===== config.mk =====
export PLATFORM = sky130hd
export DESIGN_NAME = twi_eeprom_addr_front
export DESIGN_NICKNAME = d
export VERILOG_FILES = /design/src/rtl/twi_af_pkg.sv /design/src/rtl/twi_af_sync.sv /design/src/rtl/twi_af_cond.sv /design/src/rtl/twi_af_engine.sv /design/src/rtl/twi_eeprom_addr_front.sv
export SDC_FILE = /design/constraint.sdc
export NUM_CORES = 1
export LEC_CHECK = 0
export CAP_MARGIN = 30
export CORE_MARGIN = 2
export CORE_UTILIZATION = 59
export CTS_CLUSTER_SIZE = 40
export DETAILED_ROUTE_END_ITERATION = 16
export GPL_TIMING_DRIVEN = 1
export PLACE_DENSITY = 0.93
export SLEW_MARGIN = 20
export SYNTH_ARGS = -nofsm -noshare
export SYNTH_HDL_FRONTEND = slang
export SYNTH_SLANG_ARGS = --single-unit

===== constraint.sdc =====
create_clock -name clk -period 2.8 [get_ports clk]
set_clock_uncertainty 0.15 [all_clocks]
set_input_delay 0.84 -clock clk [delete_from_list [all_inputs] [get_ports clk]]
set_output_delay 0.84 -clock clk [all_outputs]
set_load 0.05 [all_outputs]

===== src/rtl/twi_af_pkg.sv =====
package twi_af_pkg;
  localparam int BYTE_BITS = 8;
  localparam int MID_BITS  = 3;

  typedef enum logic [1:0] {
    ST_IDLE,
    ST_ADDR,
    ST_ACK,
    ST_PASS
  } af_state_e;

  typedef struct packed {
    logic                rw;
    logic [MID_BITS-1:0] upper;
  } af_hit_t;
endpackage


===== src/rtl/twi_af_sync.sv =====
module twi_af_sync #(
  parameter int STAGES = 2
) (
  input  logic clk,
  input  logic rst_n,
  input  logic d_i,
  output logic q_o
);
  logic [STAGES-1:0] chain;

  for (genvar i = 0; i < STAGES; i++) begin : g_stage
    if (i == 0) begin : g_first
      always_ff @(posedge clk or negedge rst_n) begin
        if (!rst_n) chain[0] <= 1'b1;
        else        chain[0] <= d_i;
      end
    end else begin : g_next
      always_ff @(posedge clk or negedge rst_n) begin
        if (!rst_n) chain[i] <= 1'b1;
        else        chain[i] <= chain[i-1];
      end
    end
  end

  assign q_o = chain[STAGES-1];
endmodule


===== src/rtl/twi_af_cond.sv =====
module twi_af_cond (
  input  logic clk,
  input  logic rst_n,
  input  logic scl_s_i,
  input  logic sda_s_i,
  output logic scl_rise_o,
  output logic scl_fall_o,
  output logic start_o,
  output logic stop_o
);
  logic scl_q, sda_q;

  always_ff @(posedge clk or negedge rst_n) begin
    if (!rst_n) begin
      scl_q <= 1'b1;
      sda_q <= 1'b1;
    end else begin
      scl_q <= scl_s_i;
      sda_q <= sda_s_i;
    end
  end

  // A condition needs the clock high in both samples; a data change that
  // coincides with a clock rise is therefore a data bit.
  assign scl_rise_o = scl_s_i & ~scl_q;
  assign scl_fall_o = ~scl_s_i & scl_q;
  assign start_o    = scl_s_i & scl_q & sda_q & ~sda_s_i;
  assign stop_o     = scl_s_i & scl_q & ~sda_q & sda_s_i;
endmodule


===== src/rtl/twi_af_engine.sv =====
module twi_af_engine
  import twi_af_pkg::*;
#(
  parameter int         DENSITY_BITS = 2,
  parameter logic [3:0] DEV_TYPE     = 4'b1010
) (
  input  logic                clk,
  input  logic                rst_n,
  input  logic                scl_rise_i,
  input  logic                scl_fall_i,
  input  logic                start_i,
  input  logic                stop_i,
  input  logic                sda_s_i,
  output logic                sda_oe_o,
  output logic                hit_valid_o,
  output af_hit_t             hit_o
);
  localparam int          CNT_W    = $clog2(BYTE_BITS + 1);
  localparam logic [CNT_W-1:0] LAST_BIT = CNT_W'(BYTE_BITS);

  af_state_e            state;
  logic [BYTE_BITS-1:0] shreg;
  logic [CNT_W-1:0]     nbits;
  logic [MID_BITS-1:0]  upper_m;
  logic                 match;

  for (genvar k = 0; k < MID_BITS; k++) begin : g_mask
    if (k < DENSITY_BITS) begin : g_addr
      assign upper_m[k] = shreg[k+1];
    end else begin : g_dc
      assign upper_m[k] = 1'b0;
    end
  end

  assign match = (shreg[BYTE_BITS-1 -: 4] == DEV_TYPE);

  always_ff @(posedge clk or negedge rst_n) begin
    if (!rst_n) begin
      state       <= ST_IDLE;
      shreg       <= '0;
      nbits       <= '0;
      sda_oe_o    <= 1'b0;
      hit_valid_o <= 1'b0;
      hit_o       <= '0;
    end else begin
      hit_valid_o <= 1'b0;
      if (stop_i) begin
        state    <= ST_IDLE;
        sda_oe_o <= 1'b0;
      end else if (start_i) begin
        state    <= ST_ADDR;
        nbits    <= '0;
        sda_oe_o <= 1'b0;
      end else begin
        unique case (state)
          ST_ADDR: begin
            if (scl_rise_i && nbits != LAST_BIT) begin
              shreg <= {shreg[BYTE_BITS-2:0], sda_s_i};
              nbits <= nbits + 1'b1;
            end else if (scl_fall_i && nbits == LAST_BIT) begin
              if (match) begin
                state       <= ST_ACK;
                sda_oe_o    <= 1'b1;
                hit_valid_o <= 1'b1;
                hit_o.rw    <= shreg[0];
                hit_o.upper <= upper_m;
              end else begin
                state <= ST_IDLE;
              end
            end
          end
          ST_ACK: begin
            if (scl_fall_i) begin
              sda_oe_o <= 1'b0;
              state    <= ST_PASS;
            end
          end
          default: ;
        endcase
      end
    end
  end
endmodule


===== src/rtl/twi_eeprom_addr_front.sv =====
module twi_eeprom_addr_front
  import twi_af_pkg::*;
#(
  parameter int         DENSITY_BITS = 2,
  parameter logic [3:0] DEV_TYPE     = 4'b1010,
  parameter int         SYNC_STAGES  = 2
) (
  input  logic       clk,
  input  logic       rst_n,
  input  logic       scl_i,
  input  logic       sda_i,
  output logic       sda_oe_o,
  output logic       hit_valid_o,
  output logic       hit_rw_o,
  output logic [2:0] hit_upper_o
);
  logic    scl_s, sda_s;
  logic    scl_rise_w, scl_fall_w, start_w, stop_w;
  af_hit_t hit_w;

  twi_af_sync #(.STAGES(SYNC_STAGES)) u_sync_scl (
    .clk(clk), .rst_n(rst_n), .d_i(scl_i), .q_o(scl_s)
  );
  twi_af_sync #(.STAGES(SYNC_STAGES)) u_sync_sda (
    .clk(clk), .rst_n(rst_n), .d_i(sda_i), .q_o(sda_s)
  );

  twi_af_cond u_cond (
    .clk(clk), .rst_n(rst_n), .scl_s_i(scl_s), .sda_s_i(sda_s),
    .scl_rise_o(scl_rise_w), .scl_fall_o(scl_fall_w),
    .start_o(start_w), .stop_o(stop_w)
  );

  twi_af_engine #(.DENSITY_BITS(DENSITY_BITS), .DEV_TYPE(DEV_TYPE)) u_engine (
    .clk(clk), .rst_n(rst_n),
    .scl_rise_i(scl_rise_w), .scl_fall_i(scl_fall_w),
    .start_i(start_w), .stop_i(stop_w), .sda_s_i(sda_s),
    .sda_oe_o(sda_oe_o), .hit_valid_o(hit_valid_o), .hit_o(hit_w)
  );

  assign hit_rw_o    = hit_w.rw;
  assign hit_upper_o = hit_w.upper;
endmodule


==> impl_metrics.tcl <==
set metrics [dict create \
    reg2reg_from "u_engine.state[1]$_DFFE_PN0P_" \
    clockBufferDepth 2 \
    grt_pass1_vias 692 \
    design_area_mm2 0.001284 \
    hold_path_startpoint "u_sync_scl.chain[0]$_DFF_PN1_" \
    clk_pin_slew_ns 0.12 \
    holdWs_ns 0.2162 \
    routabilityCongestion 0.8513 \
    hold_buffers 0 \
    ff2ff_setup_slack_ns 0.95 \
    first_pass_iters 4 \
    max_slew_margin_pct 66.56 \
    synth_edf_count 0 \
    r2r_end "u_engine.shreg[2]$_DFFE_PN0P_" \
    crit_path_top_delay_cell "clkdlybuf4s50_1" \
    port_buffers 8 \
    insertion_delay_ns 0.30 \
    vdd_drop_max_v 0.0005299 \
    nets 105 \
    grt_start_max_net_pins 26 \
    root_buffer "clkbuf_4" \
    cellLeakagePower_nw 0.6007 \
    grt_pass1_wl_mm 2.891 \
    cts_resized 0 \
    worstPathArrival_ns 1.51 \
    finalWorstSetupSlack_ns 0.3046 \
    reg2regPathDepth 5 \
    track_usage_pct 15.81 \
    drcViolationCount 0 \
    routed_wl_mm 1.631 \
    critPathMaxStageDelay_ns 0.81 \
    ios 10 \
    path_delay_family "buffers and inverters" \
    detail_route.vias_per_cell 5.341 \
    ys_seq_area_share_pct 54.29 \
    hold_depth 0 \
    crit_cells 1 \
    antenna_found_initial 0 \
    post-route-period-util_pct 89.12 \
    cts_tree "built" \
    synth_cells 86 \
    endpoint_kind "primary output" \
    drt-initial-drc-count 16 \
    initial_core_util_pct 61.32 \
    critPathMaxFanout 2 \
    start_kind "flip-flop" \
    h-tree-depth 1 \
    tns_ns 0 \
    synthFlopType "dfrtp_1" \
    row_count 16 \
    synth_warnings 0 \
    die_area_mm2 0.002348 \
    cts_setup_buffers 0 \
    rsz0062_at_grt "no" \
    syn_area_mm2 0.001166 \
    dpl_cell_area_mm2 0.001257 \
    cts_made_buffers 3 \
    synth_nets 94 \
    drive_gt1_share_pct 26.04 \
    drv_cap 0 \
    finalSetupViolCount 0 \
    ys_types 31 \
    grt_overflow 0 \
    critPathRequiredTime_ns 1.81 \
    tightest_slew_ns 0.5000 \
    fmax_mhz 400.7 \
    antenna_cells 0 \
    power_density_mw_per_mm2 786.2 \
    status "finished clean" \
    fp.dieH_um 48.46 \
    crit_type "flip-flop to primary output" \
    crit_chain "clkdlybuf4s50_1" \
    min_path_type "flip-flop to flip-flop" \
    syn_to_final_growth_pct 10.09 \
    preCtsSetupSlack_ns 0.6745 \
    core_mm2 0.001902 \
    hold-path-endpoint "u_sync_scl.q_o$_DFF_PN1_" \
    drv_slew 0 \
    hold_violations 0 \
    min_period_ns 2.495 \
    fp.dieW_um 48.46 \
    synthArstFlopShare_pct 100.0 \
    cts_num_sinks 25 \
    ys_ff_latch 25 \
    avgSynthCellArea_um2 13.56 \
    cp_num_buf_inv 1 \
    num_vias 657 \
    drtAntennaViolNets 0 \
    wl_per_cell_um 13.26 \
]
[per-stage QoR]
stage               util, %  cells  total power [mW]
finish                67.50    123             1.009
global route          67.50    123             1.076
CTS                   67.50    123             1.017
detailed placement    66.12    119            0.8680
global placement      66.12    119            0.8479
floorplan                 -     86            0.7964
[cell usage in the layout (no fill, tap or decap), types with 2 or more instances in the layout]
| master | instances |
|---|---|
| mux2_1 | 2 |
| mux2_2 | 5 |
| mux2_4 | 5 |
| nor2_1 | 4 |
| inv_1 | 7 |
| clkbuf_4 | 3 |
| mux2i_1 | 2 |
| dfrtp_1 | 19 |
| dfstp_2 | 6 |
| nand2_1 | 2 |
| nand2b_1 | 2 |
| clkdlybuf4s50_1 | 8 |
| nand3_1 | 4 |
| ha_1 | 4 |
| a22o_1 | 2 |
| a21oi_1 | 4 |
[layer usage]
metal	part of all wire, %	GRT usage (%)
met1	48	20.50
met2	48	26.16
met3	2.3	2.160
met4	0.80	8.095
met5	0	0
[power by group]
group / internal, mW / switching, mW
registers: 0.440 / 0.0555
clock network: 0.0555 / 0.0950
logic: 0.182 / 0.182
total: 0.677 / 0.332
[sequential cells by signal (all words and copies together) (netlist names), 2 cells and up]
name,count
u_engine.state,2
u_engine.shreg,8
u_engine.nbits,4
u_engine.hit_o,3
[cell usage after synthesis, types with 2 or more instances]
cell type / n / area (µm²)
ha_1: 4 / 50.05
mux2_1: 2 / 22.52
nand2_1: 2 / 7.510
dfstp_2: 6 / 157.7
mux2i_1: 2 / 20.02
buf_6: 2 / 22.52
a22o_1: 2 / 17.52
mux2_2: 5 / 56.30
nand2b_1: 2 / 12.51
nor2_1: 4 / 15.01
mux2_4: 5 / 75.07
dfrtp_1: 19 / 475.5
a21oi_1: 4 / 20.02
inv_1: 7 / 26.28
nand3_1: 4 / 20.02
[cells by family (layout without fill, tap and decap cells)]
family,after synthesis,after routing,share of synthesized area [%]
DFF,25,25,54.29
and+or+nand+nor,17,17,10.19
AOI/OAI and AO/OA,14,14,10.41
muxes,14,14,14.91
buffers and inverters,10,20,4.829
adders and majority gates,4,4,4.292
other,1,1,0.3216
xor gates and xnor gates,1,1,0.7512
[worst max path at each step]
stage                                       start                            end  slack [ns]
global route        u_engine.hit_o[1]$_DFFE_PN0P_                 hit_upper_o[1]        0.27
CTS                 u_engine.hit_o[1]$_DFFE_PN0P_                 hit_upper_o[1]        0.30
floorplan           u_engine.state[1]$_DFFE_PN0P_  u_engine.shreg[3]$_DFFE_PN0P_        1.02
global placement    u_engine.hit_o[0]$_DFFE_PN0P_                 hit_upper_o[0]        0.69
detailed placement  u_engine.hit_o[1]$_DFFE_PN0P_                 hit_upper_o[1]        0.67
finish              u_engine.hit_o[1]$_DFFE_PN0P_                 hit_upper_o[1]        0.30
[final cells by class]
cell class / count / area [µm²]
Clock buffer: 4 / 26.28
Fill cell: 131 / 618.1
Inverter: 7 / 26.28
Multi-Input combinational cell: 51 / 476.7
Sequential cell: 25 / 633.1
Tap cell: 27 / 33.78
Timing Repair Buffer: 9 / 87.58
(Power assumes the default switching activity.)
